[config.mk]
export PLATFORM = sky130hd
export DESIGN_NAME = fsm_state_finder
export DESIGN_NICKNAME = d
export VERILOG_FILES = /design/src/rtl/fsm_state_finder_pkg.sv /design/src/rtl/fsm_state_finder_seq.sv /design/src/rtl/fsm_state_finder_cap.sv /design/src/rtl/fsm_state_finder_res.sv /design/src/rtl/fsm_state_finder.sv
export SDC_FILE = /design/constraint.sdc
export NUM_CORES = 1
export LEC_CHECK = 0
export BUFFER_PORTS_ARGS = -buffer_cell sky130_fd_sc_hd__clkbuf_2
export CAP_MARGIN = 40
export CORE_AREA = 5 5 42 44
export CTS_CLUSTER_SIZE = 8
export DETAILED_ROUTE_END_ITERATION = 8
export DIE_AREA = 0 0 47 49
export PLACE_DENSITY = 0.76
export REMOVE_ABC_BUFFERS = 1
export SLEW_MARGIN = 10
export SYNTH_ARGS = -nofsm -noshare
export SYNTH_HDL_FRONTEND = slang
export SYNTH_SLANG_ARGS = --single-unit
[constraint.sdc]
create_clock -name clk -period 1.3 [get_ports clk]
set_clock_uncertainty 0.1 [all_clocks]
set_input_delay 0.065 -clock clk [delete_from_list [all_inputs] [get_ports clk]]
set_output_delay 0.065 -clock clk [all_outputs]
set_load 0.02 [all_outputs]
[src/rtl/fsm_state_finder_pkg.sv]
package fsm_state_finder_pkg;

    typedef enum logic [1:0] {ST_A = 2'b00, ST_B = 2'b01, ST_C = 2'b10, ST_D = 2'b11} fsm_state_e;
    typedef enum logic {MODE_SYNC = 1'b0, MODE_HOME = 1'b1} mode_e;

    localparam int CNT_W    = 3;
    localparam int PAT_W    = 1 << CNT_W;
    localparam int SYNC_LEN = 5;
    localparam int HOME_LEN = 3;
    // Bit i is the stimulus applied in step i.
    localparam logic [PAT_W-1:0] SYNC_PAT = 8'b0000_1010;
    localparam logic [PAT_W-1:0] HOME_PAT = 8'b0000_0010;

    typedef struct packed {
        logic       valid;
        logic       err;
        fsm_state_e st;
    } result_t;

    function automatic logic [CNT_W-1:0] seq_len(mode_e m);
        return (m == MODE_SYNC) ? CNT_W'(SYNC_LEN) : CNT_W'(HOME_LEN);
    endfunction

    function automatic logic seq_bit(mode_e m, logic [CNT_W-1:0] i);
        logic [PAT_W-1:0] p;
        p = (m == MODE_SYNC) ? SYNC_PAT : HOME_PAT;
        return p[i];
    endfunction

    function automatic result_t sync_result();
        result_t r;
        r.valid = 1'b1;
        r.err   = 1'b0;
        r.st    = ST_B;
        return r;
    endfunction

    function automatic result_t decode_home(logic [HOME_LEN-1:0] w);
        result_t r;
        r.valid = 1'b1;
        r.err   = 1'b0;
        case (w)
            3'b000:         r.st = ST_C;
            3'b101, 3'b001: r.st = ST_B;
            default: begin
                r.valid = 1'b0;
                r.err   = 1'b1;
                r.st    = ST_A;
            end
        endcase
        return r;
    endfunction

    function automatic fsm_state_e ref_next(fsm_state_e s, logic x);
        case (s)
            ST_A:    return x ? ST_A : ST_C;
            ST_B:    return x ? ST_D : ST_B;
            ST_C:    return x ? ST_B : ST_A;
            default: return x ? ST_C : ST_B;
        endcase
    endfunction

    function automatic logic ref_out(fsm_state_e s, logic x);
        return !x && (s == ST_B || s == ST_D);
    endfunction

endpackage

[src/rtl/fsm_state_finder_seq.sv]
module fsm_state_finder_seq
    import fsm_state_finder_pkg::*;
(
    input  logic  clk,
    input  logic  rst,
    input  logic  start_i,
    input  logic  mode_i,
    output logic  step_o,
    output logic  stim_o,
    output logic  last_o,
    output mode_e mode_o
);
    logic             busy_q;
    logic [CNT_W-1:0] idx_q;
    mode_e            mode_q;

    always_ff @(posedge clk) begin
        if (rst) begin
            busy_q <= 1'b0;
            idx_q  <= '0;
            mode_q <= MODE_SYNC;
        end else if (!busy_q) begin
            if (start_i) begin
                busy_q <= 1'b1;
                idx_q  <= '0;
                mode_q <= mode_e'(mode_i);
            end
        end else begin
            idx_q <= idx_q + 1'b1;
            if (last_o) busy_q <= 1'b0;
        end
    end

    assign last_o = busy_q && (idx_q == seq_len(mode_q) - 1'b1);
    assign step_o = busy_q;
    assign stim_o = busy_q && seq_bit(mode_q, idx_q);
    assign mode_o = mode_q;

    // a start during a run leaves the latched mode alone
    p_start_ignored_r8: assert property (@(posedge clk) disable iff (rst)
        (busy_q && start_i) |=> $stable(mode_q));
    // the step index stays inside the chosen string
    p_idx_in_range_r2: assert property (@(posedge clk) disable iff (rst)
        busy_q |-> (idx_q < seq_len(mode_q)));
endmodule

[src/rtl/fsm_state_finder_cap.sv]
module fsm_state_finder_cap #(
    parameter int W = 3
) (
    input  logic         clk,
    input  logic         rst,
    input  logic         step_i,
    input  logic         resp_i,
    output logic [W-1:0] word_o
);
    logic [W-2:0] hist_q;

    always_ff @(posedge clk) begin
        if (rst)         hist_q <= '0;
        else if (step_i) hist_q <= word_o[W-2:0];
    end

    // newest response enters on the right, oldest sits leftmost
    assign word_o = {hist_q, resp_i};
endmodule

[src/rtl/fsm_state_finder_res.sv]
module fsm_state_finder_res
    import fsm_state_finder_pkg::*;
(
    input  logic                clk,
    input  logic                rst,
    input  logic                last_i,
    input  mode_e               mode_i,
    input  logic [HOME_LEN-1:0] word_i,
    output logic                done_o,
    output result_t             res_o
);
    always_ff @(posedge clk) begin
        if (rst) begin
            done_o <= 1'b0;
            res_o  <= '{valid: 1'b0, err: 1'b0, st: ST_A};
        end else begin
            done_o <= last_i;
            if (last_i)
                res_o <= (mode_i == MODE_SYNC) ? sync_result() : decode_home(word_i);
        end
    end

    // completion is a single-cycle pulse
    p_done_single_r4: assert property (@(posedge clk) disable iff (rst)
        done_o |=> !done_o);
    // synchronizing always lands on B
    p_sync_is_b_r5: assert property (@(posedge clk) disable iff (rst)
        (done_o && mode_i == MODE_SYNC) |-> (res_o.valid && !res_o.err && res_o.st == ST_B));
    // a completed run is either valid or in error, never both
    p_valid_xor_err_r7: assert property (@(posedge clk) disable iff (rst)
        done_o |-> (res_o.valid ^ res_o.err));
    // results hold between completions
    p_result_hold_r9: assert property (@(posedge clk) disable iff (rst)
        !last_i |=> $stable(res_o));
endmodule

[src/rtl/fsm_state_finder.sv]
module fsm_state_finder
    import fsm_state_finder_pkg::*;
(
    input  logic       clk,
    input  logic       rst,
    input  logic       start_i,
    input  logic       mode_i,
    output logic       stim_o,
    output logic       step_o,
    input  logic       resp_i,
    output logic       done_o,
    output logic       valid_o,
    output logic       err_o,
    output logic [1:0] state_o
);
    logic                last_w;
    mode_e               mode_w;
    logic [HOME_LEN-1:0] word_w;
    result_t             res_w;

    fsm_state_finder_seq u_seq (
        .clk    (clk),
        .rst    (rst),
        .start_i(start_i),
        .mode_i (mode_i),
        .step_o (step_o),
        .stim_o (stim_o),
        .last_o (last_w),
        .mode_o (mode_w)
    );

    fsm_state_finder_cap #(.W(HOME_LEN)) u_cap (
        .clk   (clk),
        .rst   (rst),
        .step_i(step_o),
        .resp_i(resp_i),
        .word_o(word_w)
    );

    fsm_state_finder_res u_res (
        .clk   (clk),
        .rst   (rst),
        .last_i(last_w),
        .mode_i(mode_w),
        .word_i(word_w),
        .done_o(done_o),
        .res_o (res_w)
    );

    assign valid_o = res_w.valid;
    assign err_o   = res_w.err;
    assign state_o = res_w.st;

    // no stimulus outside the step cycles
    p_stim_gated_r3: assert property (@(posedge clk) disable iff (rst)
        !step_o |-> !stim_o);
    // no completion while stepping
    p_done_not_busy_r4: assert property (@(posedge clk) disable iff (rst)
        done_o |-> !step_o);
endmodule

# Yosys cells after proc, flatten, opt, wreduce, memory -nomap -nowiden
# Index checks and enable logic that the tools add are counted.
# Widths: inputs -> output; s select.
dict set report word_totals {
  reg_bits 12
  input_bits 5
  elab_cells 34
}
dict set report op_classes {
  add_sub_neg 2
  order_cmp 1
  n_eq_ne 3
  muxes 12
  bitwise 1
  reduce_logical 7
}
# cell n
set ops {}
lappend ops {{$mux 3} 3}
lappend ops {{$mux 4} 2}
lappend ops {{$lt 3x4->1 const B} 1}
lappend ops {{$mux 1} 4}
lappend ops {{$pmux 2 s2} 1}
lappend ops {{$add 3x1->3 const B} 1}
lappend ops {{$bmux 1 s3} 1}
lappend ops {{$eq 3x1->1 const B} 1}
lappend ops {{$eq 3x3->1} 1}
lappend ops {{$eq 3x3->1 const B} 1}
lappend ops {{$logic_not 3->1} 1}
lappend ops {{$reduce_or 3->1} 1}
lappend ops {{$sub 3x1->3 const B} 1}
lappend ops {{$logic_and 1x1->1} 2}
lappend ops {{$mux 2} 1}
lappend ops {{$reduce_and 2->1} 1}
lappend ops {{$reduce_bool 2->1} 1}
lappend ops {{$reduce_or 2->1} 1}
lappend ops {{$not 1->1} 1}

# Logic depth before layout (Yosys ltp)
# Gate-level depths: netlist of the first run.
dict set report logic_depth {
  depth_word 6
  mapped_depth 4
}

# Cells and area by module
# From an unflattened synthesis of the first run, not the netlist that was laid out.
dict set report hier_totals {
  hier_cells 53
  area_unflattened_um2 505.5
}
# module instances cells_each area_per_inst_um2 seq_area_each_um2
set by_module_without_submodules {}
lappend by_module_without_submodules {fsm_state_finder_seq 1 26 232.7 100.1}
lappend by_module_without_submodules {fsm_state_finder_res 1 20 197.7 100.1}
lappend by_module_without_submodules {fsm_state_finder_cap 1 7 75.1 40.0}

# Worst setup path after synthesis of the first run
# No wires, ideal clock.
dict set report synth_path {
  path_kind {reg-to-output}
  from {reg u_seq.busy_q (netlist: u_seq.step_o)}
  to {out stim_o}
  arrival_time_ns 1.277
  required_time_ns 1.135
  path_slack_ns -0.142
  stages_incl_launch_ff 4
  path_buffers 1
  path_cell_list {dfxtp_1 > buf_2 > nand2_1 > a211oi_1}
}
dict set report synth_between {
  elab_chain_cells 1
}
# item line
set synth_rtl {}
lappend synth_rtl {{from (decl)} fsm_state_finder_seq.sv:13} ;# logic busy_q;
lappend synth_rtl {{from (signal assigned)} fsm_state_finder_seq.sv:19} ;# busy_q <= 1'b0;
lappend synth_rtl {{from (signal assigned)} fsm_state_finder_seq.sv:24} ;# busy_q <= 1'b1;
lappend synth_rtl {{from (signal assigned)} fsm_state_finder_seq.sv:30} ;# if (last_o) busy_q <= 1'b0;
lappend synth_rtl {{$logic_and 1x1->1} fsm_state_finder_seq.sv:36} ;# assign stim_o = busy_q && seq_bit(mode_q, idx_q);
lappend synth_rtl {{to (decl)} fsm_state_finder.sv:8} ;# output logic stim_o,
# No other way between the ends.

# Final worst setup path of the first run
dict set report layout_path {
  from {reg u_seq.idx_q[2]}
  to {reg u_res.res_o[0] in the netlist's numbering}
}
dict set report layout_between {
  elab_chain_cells 2
}
# item line
set layout_rtl {}
lappend layout_rtl {{from (decl)} fsm_state_finder_seq.sv:14} ;# logic [CNT_W-1:0] idx_q;
lappend layout_rtl {{from (signal assigned)} fsm_state_finder_seq.sv:29} ;# idx_q <= idx_q + 1'b1;
lappend layout_rtl {{$eq 3x3->1} fsm_state_finder_seq.sv:34} ;# assign last_o = busy_q && (idx_q == seq_len(mode_q) - 1'b1);
lappend layout_rtl {{$logic_and 1x1->1} fsm_state_finder_seq.sv:34}
lappend layout_rtl {{to (signal assigned)} fsm_state_finder_res.sv:15} ;# res_o <= '{valid: 1'b0, err: 1'b0, st: ST_A};
lappend layout_rtl {{to (signal assigned)} fsm_state_finder_res.sv:19} ;# res_o <= (mode_i == MODE_SYNC) ? sync_result() : decode_home(word_i);
lappend layout_rtl {{to (decl)} fsm_state_finder_res.sv:10} ;# output result_t res_o
# No other way between the ends.
# A chain may end at the register's enable or synchronous reset.

==> summary.md, run 1 <==
| Metric | Value |
|---|---|
| Critical Path RT | 1360 ps |
| Status | finished clean |
| Die X | 47 um |
| Register bit total from synthesis | 12 |
| TNS Setup | 0 ps |
| Top cell type's share of synthesized area | 0.452 |
| Final core utilization | 0.470 |
| Crit. End Element | flip-flop |
| Worst-Skew Late Latency | 260 ps |
| DRC Markers | 0 |
| Hold WC Path Type | in2reg |
| Num rows | 14 |
| Commonest cells in the netlist | 12 x dfxtp_1, 8 x nor2_1 |
| Mux contribution to synthesized area | 0.0565 |
| Avg Inst Size Synth | 9.67 sq um |
| Final Critical Period | 1240 ps |
| Syn Inst Count | 55 |
| Full die area | 2300 sq um |
| Final net count | 78 |
| Sequential share of the synthesized area | 0.452 |
| Vias in the first global route | 404 |
| Cell Area, Synth | 532 sq um |
| Clk pin slew, worst setup/hold paths | 70 ps |
| Area post-placement | 606 sq um |
| DR iter-0 viols | 8 |
| Number of fill cells | 141 |
| Most common cell in the synthesized netlist | dfxtp_1 |
| Post-synthesis compound-gate area fraction | 0.188 |
| Worst Setup Path Type | reg2reg |
| Simple-gate share of the synthesized area | 0.226 |
| Final period utilization | 0.956 |
| Max frequency | 0.805 GHz |
| Effective utilization at floorplan | 0.379 |
| Global-route wire length before repair | 1.69 mm |
| CTS tree | yes |
| I/O Buffers | 11 |
| Post-synth EDFFs | 0 |
| Main area contributors after synthesis | dfxtp_1 45%, mux2i_1 5.6%, nor2_1 5.6% |
| Area Growth Syn to Fin | 23.8% |
| Post-CTS Setup Bufs | 0 |
| Largest net degree at the start of global routing | 12 |
| Total Routing Usage GR | 0.0976 |
| CTS Sinks | 12 |
| Core area | 1400 sq um |
| Leakage power | 0.000304 uW |
| CTS H-tree depth | 1 |
| RSZ-0062 raised after global routing | true |
| Max clock buf depth | 2 |
| CP arrival | 1300 ps |
| Yosys warns | 0 |
| Pwr Density | 1020 nW/um^2 |
| Share of async-settable or async-resettable flops after synthesis | 0 |
| Final Instance Area | 658 sq um |
| Max VDD drop | 0.551 mV |
| Wirelength per Cell | 11.1 um |
| # setup viols final | 0 |
| Final HPWL DP | 720 um |
| Total gr overflow | 0 |
| Post-synth top area cell | dfxtp_1 |
| Largest family of logic cells by synthesized area | simple AND/OR/NAND/NOR gates |
| Top FF cell, synth | dfxtp_1 |
| Synth unique cells | 25 |
| Hold Violations, Final | 0 |
| DR pass1 iterations | 4 |
| Slew HR | 0.818 |
| Mean number of vias per cell | 4.95 |
| Final wirelength | 955 um |
| CTS buffer count | 3 |
| Setup slack, reg-to-reg | 60 ps |
| XOR/XNOR Fraction of Synth Area | 0.0165 |
| Clock Tree Root | clkbuf_4 |
| CP Max Fanout | 5 |
| Slew Viols, Final | 0 |
| CP startpoint kind | flip-flop |
| DR vias | 426 |
| Max-cap violations | 0 |
| Adder-cell share of the synthesized area | 0.0235 |
| # diodes | 0 |
| Worst slew pin tran | 269 ps |
| Die Span Y | 49 um |
| Routability cong. | 0.763 |
| Detail Route Antenna Nets | 0 |
| Top-level port count | 12 |
| Layout cells sized above 1 | 0.357 |
| Antenna violations before repair | 0 |
## registers in the layout (all words and copies together), names as in the netlist
signal        cells
u_seq.step_o      1
u_res.res_o       4
u_seq.idx_q       3
u_seq.mode_o      1
u_cap.hist_q      2
u_res.done_o      1
## timing repair
| action | in CTS | in global routing |
|---|---|---|
| gates resized for setup | 0 | 6 |
| endpoints found under the setup margin | 0 | 5 |
| hold endpoints to repair | 2 | 0 |
| hold buffers | 2 | 0 |
## kinds of logic (layout without fill, tap and decap cells)
kind of cell               after synthesis  count (layout)
and+or+nand+nor                         20              20
AOI/OAI and AO/OA                       13              13
DFF                                     12              12
buffers and inverters                    5              20
muxes                                    3               3
adders and majority gates                1               1
xor gates and xnor gates                 1               1
## area by class of cell
| cell class | count | area, sq um | area share |
|---|---|---|---|
| Multi-Input combinational cell | 38 | 277 | 0.420 |
| Sequential cell | 12 | 245 | 0.373 |
| Timing Repair Buffer | 14 | 82.6 | 0.125 |
| Clock buffer | 3 | 22.5 | 0.0342 |
| Tap cell | 16 | 20.0 | 0.0304 |
| Inverter | 3 | 11.3 | 0.0171 |
## cells in the final DEF, fill, tap and decap left out, types with 2 or more instances in the layout
cell and count:
a21oi_1 3, dfxtp_2 4, mux2i_1 3, nor2_1 8, o2111ai_1 2, dlygate4sd3_1 2
nor3b_1 2, clkbuf_2 10, dfxtp_1 8, nor2b_1 3, inv_1 3, nand2_1 2
clkbuf_4 3
## critical path: stages (launching register included)
cell and delay [ps]:
dfxtp_2 380, and3b_4 240, o21a_1 220, o211a_1 200
## final timing paths
path | startpoint | depth (start not counted) | endpoint
hold reg to reg | u_res.res_o[3]$_SDFFE_PP0P_ | 2 | u_res.res_o[3]$_SDFFE_PP0P_
hold / removal | rst | 2 | u_seq.idx_q[2]$_SDFFE_PP0P_
setup reg to reg | u_seq.idx_q[2]$_SDFFE_PP0P_ | 3 | u_res.res_o[0]$_SDFFE_PP0P_
setup / recovery | u_seq.idx_q[2]$_SDFFE_PP0P_ | 3 | u_res.res_o[0]$_SDFFE_PP0P_
## report_power, final
| part | leakage [uW] | total [uW] | internal, uW | switching [uW] |
|---|---|---|---|---|
| Sequential | 0.0000990 | 391 | 379 | 12.3 |
| Clock | 0.0000138 | 214 | 107 | 107 |
| Combinational | 0.000191 | 67.0 | 31.7 | 35.3 |
| Total | 0.000304 | 672 | 517 | 155 |
## through the flow
| stage | hold slack, ps | power [uW] | worst slack [ps] | std cells |
|---|---|---|---|---|
| final | 12.4 | 672 | 57.4 | 86 |
| after global routing | 35.4 | 705 | -7.38 | 86 |
| after CTS | 20.7 | 679 | 2.40 | 86 |
| after detailed placement | 225 | 460 | 20.2 | 81 |
| after global placement | 224 | 459 | 53.7 | 81 |
| after floorplan | 37.4 | 434 | -123 | 53 |
## routing by layer
metal | up-vias | share of wire | GRT usage
met5 | - | 0 | 0
met1 | 190 | 0.50 | 0.154
met4 | 0 | 0.0084 | 0.0415
met2 | 8 | 0.45 | 0.122
met3 | 2 | 0.045 | 0.0221
li1 | 226 | - | -
Note: power is estimated with default switching activity, not from simulation.
==> run 2: changes to the inputs <==
--- a/config.mk
+++ b/config.mk
@@ -8,10 +8,11 @@
 export BUFFER_PORTS_ARGS = -buffer_cell sky130_fd_sc_hd__clkbuf_2
 export CAP_MARGIN = 40
 export CORE_AREA = 5 5 42 44
-export CTS_CLUSTER_SIZE = 8
+export CTS_CLUSTER_SIZE = 25
 export DETAILED_ROUTE_END_ITERATION = 8
 export DIE_AREA = 0 0 47 49
 export PLACE_DENSITY = 0.76
+export RECOVER_POWER = 25
 export REMOVE_ABC_BUFFERS = 1
 export SLEW_MARGIN = 10
 export SYNTH_ARGS = -nofsm -noshare
==> summary.md, run 2 (synthesized netlist as in run 1, its figures left out) <==
| Metric | Value |
|---|---|
| Max clock buf depth | 2 (unchanged) |
| Wirelength per Cell | 11.1 um (about the same) |
| CP arrival | 1300 ps (about the same) |
| Hold WC Path Type | in2reg (unchanged) |
| Slew HR | 0.818 (unchanged) |
| Num rows | 14 (unchanged) |
| Final HPWL DP | 720 um (unchanged) |
| Biggest registers after layout | u_res.res_o x4, u_seq.idx_q x3, u_cap.hist_q x2 (unchanged) |
| Mean number of vias per cell | 4.97 (was 4.95) |
| Critical Path RT | 1360 ps (about the same) |
| CP Max Fanout | 5 (unchanged) |
| Max frequency | 0.805 GHz (about the same) |
| Max VDD drop | 0.562 mV (was 0.551 mV) |
| DRC Markers | 0 (unchanged) |
| Detail Route Antenna Nets | 0 (unchanged) |
| Full die area | 2300 sq um (unchanged) |
| # diodes | 0 (unchanged) |
| Post-CTS Setup Bufs | 0 (unchanged) |
| Worst Setup Path Type | reg2reg (unchanged) |
| Final hold slack | 12.4 ps (about the same) |
| Worst slew pin tran | 269 ps (unchanged) |
| Final period utilization | 0.956 (about the same) |
| Total gr overflow | 0 (unchanged) |
| RSZ-0062 raised after global routing | true (unchanged) |
| DR iter-0 viols | 8 (unchanged) |
| Number of fill cells | 144 (was 141) |
| Setup slack, reg-to-reg | 60 ps (about the same) |
| Top-level port count | 12 (unchanged) |
| # setup viols final | 0 (unchanged) |
| Die X | 47 um (unchanged) |
| Core area | 1400 sq um (unchanged) |
| I/O Buffers | 11 (unchanged) |
| Vias in the first global route | 404 (unchanged) |
| Antenna violations before repair | 0 (unchanged) |
| DR pass1 iterations | 4 (unchanged) |
| Pwr Total | 672 uW (about the same) |
| Area Growth Syn to Fin | 22.8% (was 23.8%) |
| Hold Path Stages | 2 (unchanged) |
| CTS tree | yes (unchanged) |
| Global-route wire length before repair | 1.69 mm (unchanged) |
| Hold Violations, Final | 0 (unchanged) |
| Final Non-Filler Cells | 86 (unchanged) |
| Clk pin slew, worst setup/hold paths | 70 ps (about the same) |
| Final wirelength | 953 um (was 955 um) |
| DP Cell Count | 81 (unchanged) |
| CP startpoint kind | flip-flop (unchanged) |
| Most flop-heavy register | u_res.res_o (unchanged) |
| Leakage power | 0.000290 uW (was 0.000304 uW) |
| CTS Sinks | 12 (unchanged) |
| Max-cap violations | 0 (unchanged) |
| Routability cong. | 0.763 (unchanged) |
| Worst-Skew Late Latency | 260 ps (about the same) |
| Effective utilization at floorplan | 0.379 (unchanged) |
| Final core utilization | 0.466 (was 0.470) |
| Crit. End Element | flip-flop (unchanged) |
| CTS buffer count | 3 (unchanged) |
| Reg2reg path depth | 3 (unchanged) |
| Layout cells sized above 1 | 0.300 (was 0.357) |
| Die Span Y | 49 um (unchanged) |
| Largest net degree at the start of global routing | 12 (unchanged) |
| Final net count | 78 (unchanged) |
| Slew Viols, Final | 0 (unchanged) |
| Final Critical Period | 1240 ps (about the same) |
| Area post-placement | 606 sq um (unchanged) |
| Total Routing Usage GR | 0.0976 (unchanged) |
| Status | finished clean (unchanged) |
| Most frequent cells in the layout | 8 x nor2_1, 8 x dfxtp_1, 6 x clkbuf_2 (was 10 x clkbuf_2, 8 x nor2_1, 8 x dfxtp_1) |
| DR vias | 427 (was 426) |
| CTS H-tree depth | 1 (unchanged) |
| Final Instance Area | 653 sq um (was 658 sq um) |
| Largest register FFs | 4 (unchanged) |
| Pwr Density | 1030 nW/um^2 (was 1020 nW/um^2) |
| Clock Tree Root | clkbuf_4 (unchanged) |
-- run 2: cell counts in the layout (fill, tap and decap cells not counted) --
No cell type changed its count.
-- run 2: path summary, 6_finish.rpt --
path | startpoint | to
max | u_seq.idx_q[2]$_SDFFE_PP0P_ | u_res.res_o[0]$_SDFFE_PP0P_
min | rst | u_seq.idx_q[2]$_SDFFE_PP0P_
max reg2reg | u_seq.idx_q[2]$_SDFFE_PP0P_ | u_res.res_o[0]$_SDFFE_PP0P_
min reg2reg | u_res.res_o[3]$_SDFFE_PP0P_ | u_res.res_o[3]$_SDFFE_PP0P_
-- run 2: timing repair --
item | CTS | global route
setup endpoints to repair | 0 | 5
hold buffers | 2 | 0
gates resized for setup | 0 | 6
endpoints found under the hold margin | 2 | 0
-- run 2: critical path: stages, from the launching register on --
cell,delay [ps]
dfxtp_2,380
and3b_4,240
o21a_1,220
o211a_1,200
-- run 2: routing by layer --
layer,track usage,vias to the layer above,part of all wire
li1,-,226,-
met2,0.122,8,0.45
met5,0,-,0
met1,0.154,191,0.49
met3,0.0221,2,0.051
met4,0.0415,0,0.0084
-- run 2: layout make-up --
class,count,area [sq um],area share
inverter,3,11.3,0.0172
multi-input combinational,38,277,0.423
sequential,12,245,0.375
timing repair buffer,14,77.6,0.119
tap,16,20.0,0.0307
clock buffer,3,22.5,0.0345
-- run 2: metrics by stage --
stage	setup WS, ps	TNS (ps)
finish	57.6	0
global route	-7.38	-9.46
CTS	2.40	0
detailed placement	20.2	0
global placement	53.7	0
floorplan	-123	-177
-- run 2: where the power goes --
group	switching, uW	internal (uW)	total [uW]
clock network	107	107	214
logic	35.3	31.7	67.0
registers	12.2	379	391
==> run 3: changes to the inputs <==
--- a/config.mk
+++ b/config.mk
@@ -8,9 +8,9 @@
 export BUFFER_PORTS_ARGS = -buffer_cell sky130_fd_sc_hd__clkbuf_2
 export CAP_MARGIN = 40
 export CORE_AREA = 5 5 42 44
-export CTS_CLUSTER_SIZE = 25
 export DETAILED_ROUTE_END_ITERATION = 8
 export DIE_AREA = 0 0 47 49
+export HOLD_SLACK_MARGIN = 0.05
 export PLACE_DENSITY = 0.76
 export RECOVER_POWER = 25
 export REMOVE_ABC_BUFFERS = 1
==> summary.md, run 3 (synthesized netlist as in run 1, its figures left out) <==
| Metric | Value |
|---|---|
| Status | finished clean (unchanged) |
| Most flop-heavy register | u_res.res_o (unchanged) |
| Wirelength per Cell | 11.4 um (was 11.1 um) |
| Final net count | 80 (was 78) |
| Clock Tree Root | clkbuf_4 (unchanged) |
| DR iter-0 viols | 11 (was 8) |
| I/O Buffers | 11 (unchanged) |
| Max clock buf depth | 2 (unchanged) |
| Worst slew pin tran | 269 ps (about the same) |
| Top-level port count | 12 (unchanged) |
| Final wirelength | 1.00 mm (was 953 um) |
| Critical path cell sequence | and3b_4 > o21a_1 > o211a_1 (unchanged) |
| CTS tree | yes (unchanged) |
| Pwr Density | 1010 nW/um^2 (was 1030 nW/um^2) |
| Post-CTS Setup Bufs | 0 (unchanged) |
| CP peak stage delay | 380 ps (about the same) |
| Mean number of vias per cell | 4.97 (about the same) |
| CTS Sinks | 12 (unchanged) |
| CP arrival | 1300 ps (about the same) |
| CP top delay family | compound AO/OA/AOI/OAI gates (unchanged) |
| Final Critical Period | 1240 ps (about the same) |
| Hold WC Path Type | reg2reg (was in2reg) |
| Global-route wire length before repair | 1.77 mm (was 1.69 mm) |
| Most frequent cells in the layout | 8 x nor2_1, 8 x dfxtp_1, 6 x clkbuf_2 (unchanged) |
| DRC Markers | 0 (unchanged) |
| CTS buffer count | 3 (unchanged) |
| Effective utilization at floorplan | 0.379 (unchanged) |
| Crit. End Element | flip-flop (unchanged) |
| Full die area | 2300 sq um (unchanged) |
| RSZ-0062 raised after global routing | true (unchanged) |
| Final period utilization | 0.957 (was 0.956) |
| Die X | 47 um (unchanged) |
| Total Routing Usage GR | 0.104 (was 0.0976) |
| Biggest registers after layout | u_res.res_o x4, u_seq.idx_q x3, u_cap.hist_q x2 (unchanged) |
| Max-cap violations | 0 (unchanged) |
| # diodes | 0 (unchanged) |
| # setup viols final | 0 (unchanged) |
| Largest net degree at the start of global routing | 12 (unchanged) |
| Routability cong. | 0.763 (unchanged) |
| Total gr overflow | 0 (unchanged) |
| Slew Viols, Final | 0 (unchanged) |
| Largest register FFs | 4 (unchanged) |
| CP startpoint kind | flip-flop (unchanged) |
| Worst-Skew Late Latency | 260 ps (about the same) |
| CP Max Fanout | 5 (unchanged) |
| Critical Path RT | 1360 ps (about the same) |
| Hold Violations, Final | 0 (unchanged) |
| DR vias | 437 (was 427) |
| Antenna violations before repair | 0 (unchanged) |
| WP buf/inv | 0 (unchanged) |
| Final HPWL DP | 720 um (unchanged) |
| Clk pin slew, worst setup/hold paths | 70 ps (about the same) |
| Layout cells sized above 1 | 0.292 (was 0.300) |
| CP max-delay cell | dfxtp_2 (unchanged) |
| DR pass1 iterations | 4 (unchanged) |
| Max frequency | 0.804 GHz (was 0.805 GHz) |
| Multi-input logic area | 277 sq um (unchanged) |
| Core area | 1400 sq um (unchanged) |
| Area Growth Syn to Fin | 26.6% (was 22.8%) |
| Die Span Y | 49 um (unchanged) |
| Num rows | 14 (unchanged) |
| Setup slack, reg-to-reg | 60 ps (about the same) |
| Leakage power | 0.000298 uW (was 0.000290 uW) |
| Detail Route Antenna Nets | 0 (unchanged) |
| Worst Setup Path Type | reg2reg (unchanged) |
| Slew HR | 0.818 (about the same) |
| Final core utilization | 0.480 (was 0.466) |
| Register Area | 245 sq um (unchanged) |
| Number of fill cells | 144 (unchanged) |
| Pwr Total | 677 uW (was 672 uW) |
| Max VDD drop | 0.561 mV (was 0.562 mV) |
| Vias in the first global route | 420 (was 404) |
| CTS H-tree depth | 1 (unchanged) |
[run 3: cell count changes in the layout (fill, tap and decap cells not counted), sizes merged]
cell	delta
dlygate4sd3	+2
[run 3: worst paths after layout]
path                               startpoint                     endpoint  cells after the start
setup / recovery  u_seq.idx_q[2]$_SDFFE_PP0P_  u_res.res_o[0]$_SDFFE_PP0P_                      3
hold / removal    u_res.res_o[3]$_SDFFE_PP0P_  u_res.res_o[3]$_SDFFE_PP0P_                      2
setup reg to reg  u_seq.idx_q[2]$_SDFFE_PP0P_  u_res.res_o[0]$_SDFFE_PP0P_                      3
hold reg to reg   u_res.res_o[3]$_SDFFE_PP0P_  u_res.res_o[3]$_SDFFE_PP0P_                      2
[run 3: worst register-to-register path, delay by kind of cell, from the launching register on]
family           cells  cell delay [ps]
AO/OA/AOI/OAI        2              430
flip-flops           1              380
AND/OR/NAND/NOR      1              240
[run 3: power breakdown]
part           internal, uW  total, uW  switching (uW)
Combinational          35.6       72.2            36.6
Sequential              379        391            12.3
Clock                   107        213             107
[run 3: repair_timing]
item | in CTS | in global routing
gates resized for setup | 0 | 6
hold endpoints to repair | 9 | 0
endpoints found under the setup margin | 0 | 5
hold buffers | 4 | 0
[run 3: cell type report]
| cell class | instances | area share |
|---|---|---|
| clock buffer | 3 | 0.0335 |
| inverter | 3 | 0.0167 |
| timing repair buffer | 16 | 0.145 |
| sequential | 12 | 0.364 |
| multi-input combinational | 38 | 0.411 |
| tap | 16 | 0.0297 |
[run 3: through the flow]
stage | hold slack [ps] | instance area (sq um) | setup slack (ps) | TNS, ps | instances
6_report | 360 | 673 | 55.6 | 0 | 88
5_1_grt | 391 | 673 | -7.29 | -9.28 | 88
4_1_cts | 364 | 668 | 2.40 | 0 | 88
3_5_place_dp | 225 | 606 | 20.2 | 0 | 81
3_3_place_gp | 224 | 606 | 53.7 | 0 | 81
2_1_floorplan | 37.4 | 523 | -123 | -177 | 53
[run 3: routing by layer]
| metal | up-vias | global-route usage | wire length, um |
|---|---|---|---|
| met1 | 191 | 0.154 | 482 |
| met2 | 11 | 0.131 | 441 |
| met4 | 0 | 0.0599 | 29 |
| met5 | - | 0 | 0 |
| met3 | 4 | 0.0258 | 51 |
| li1 | 231 | - | - |
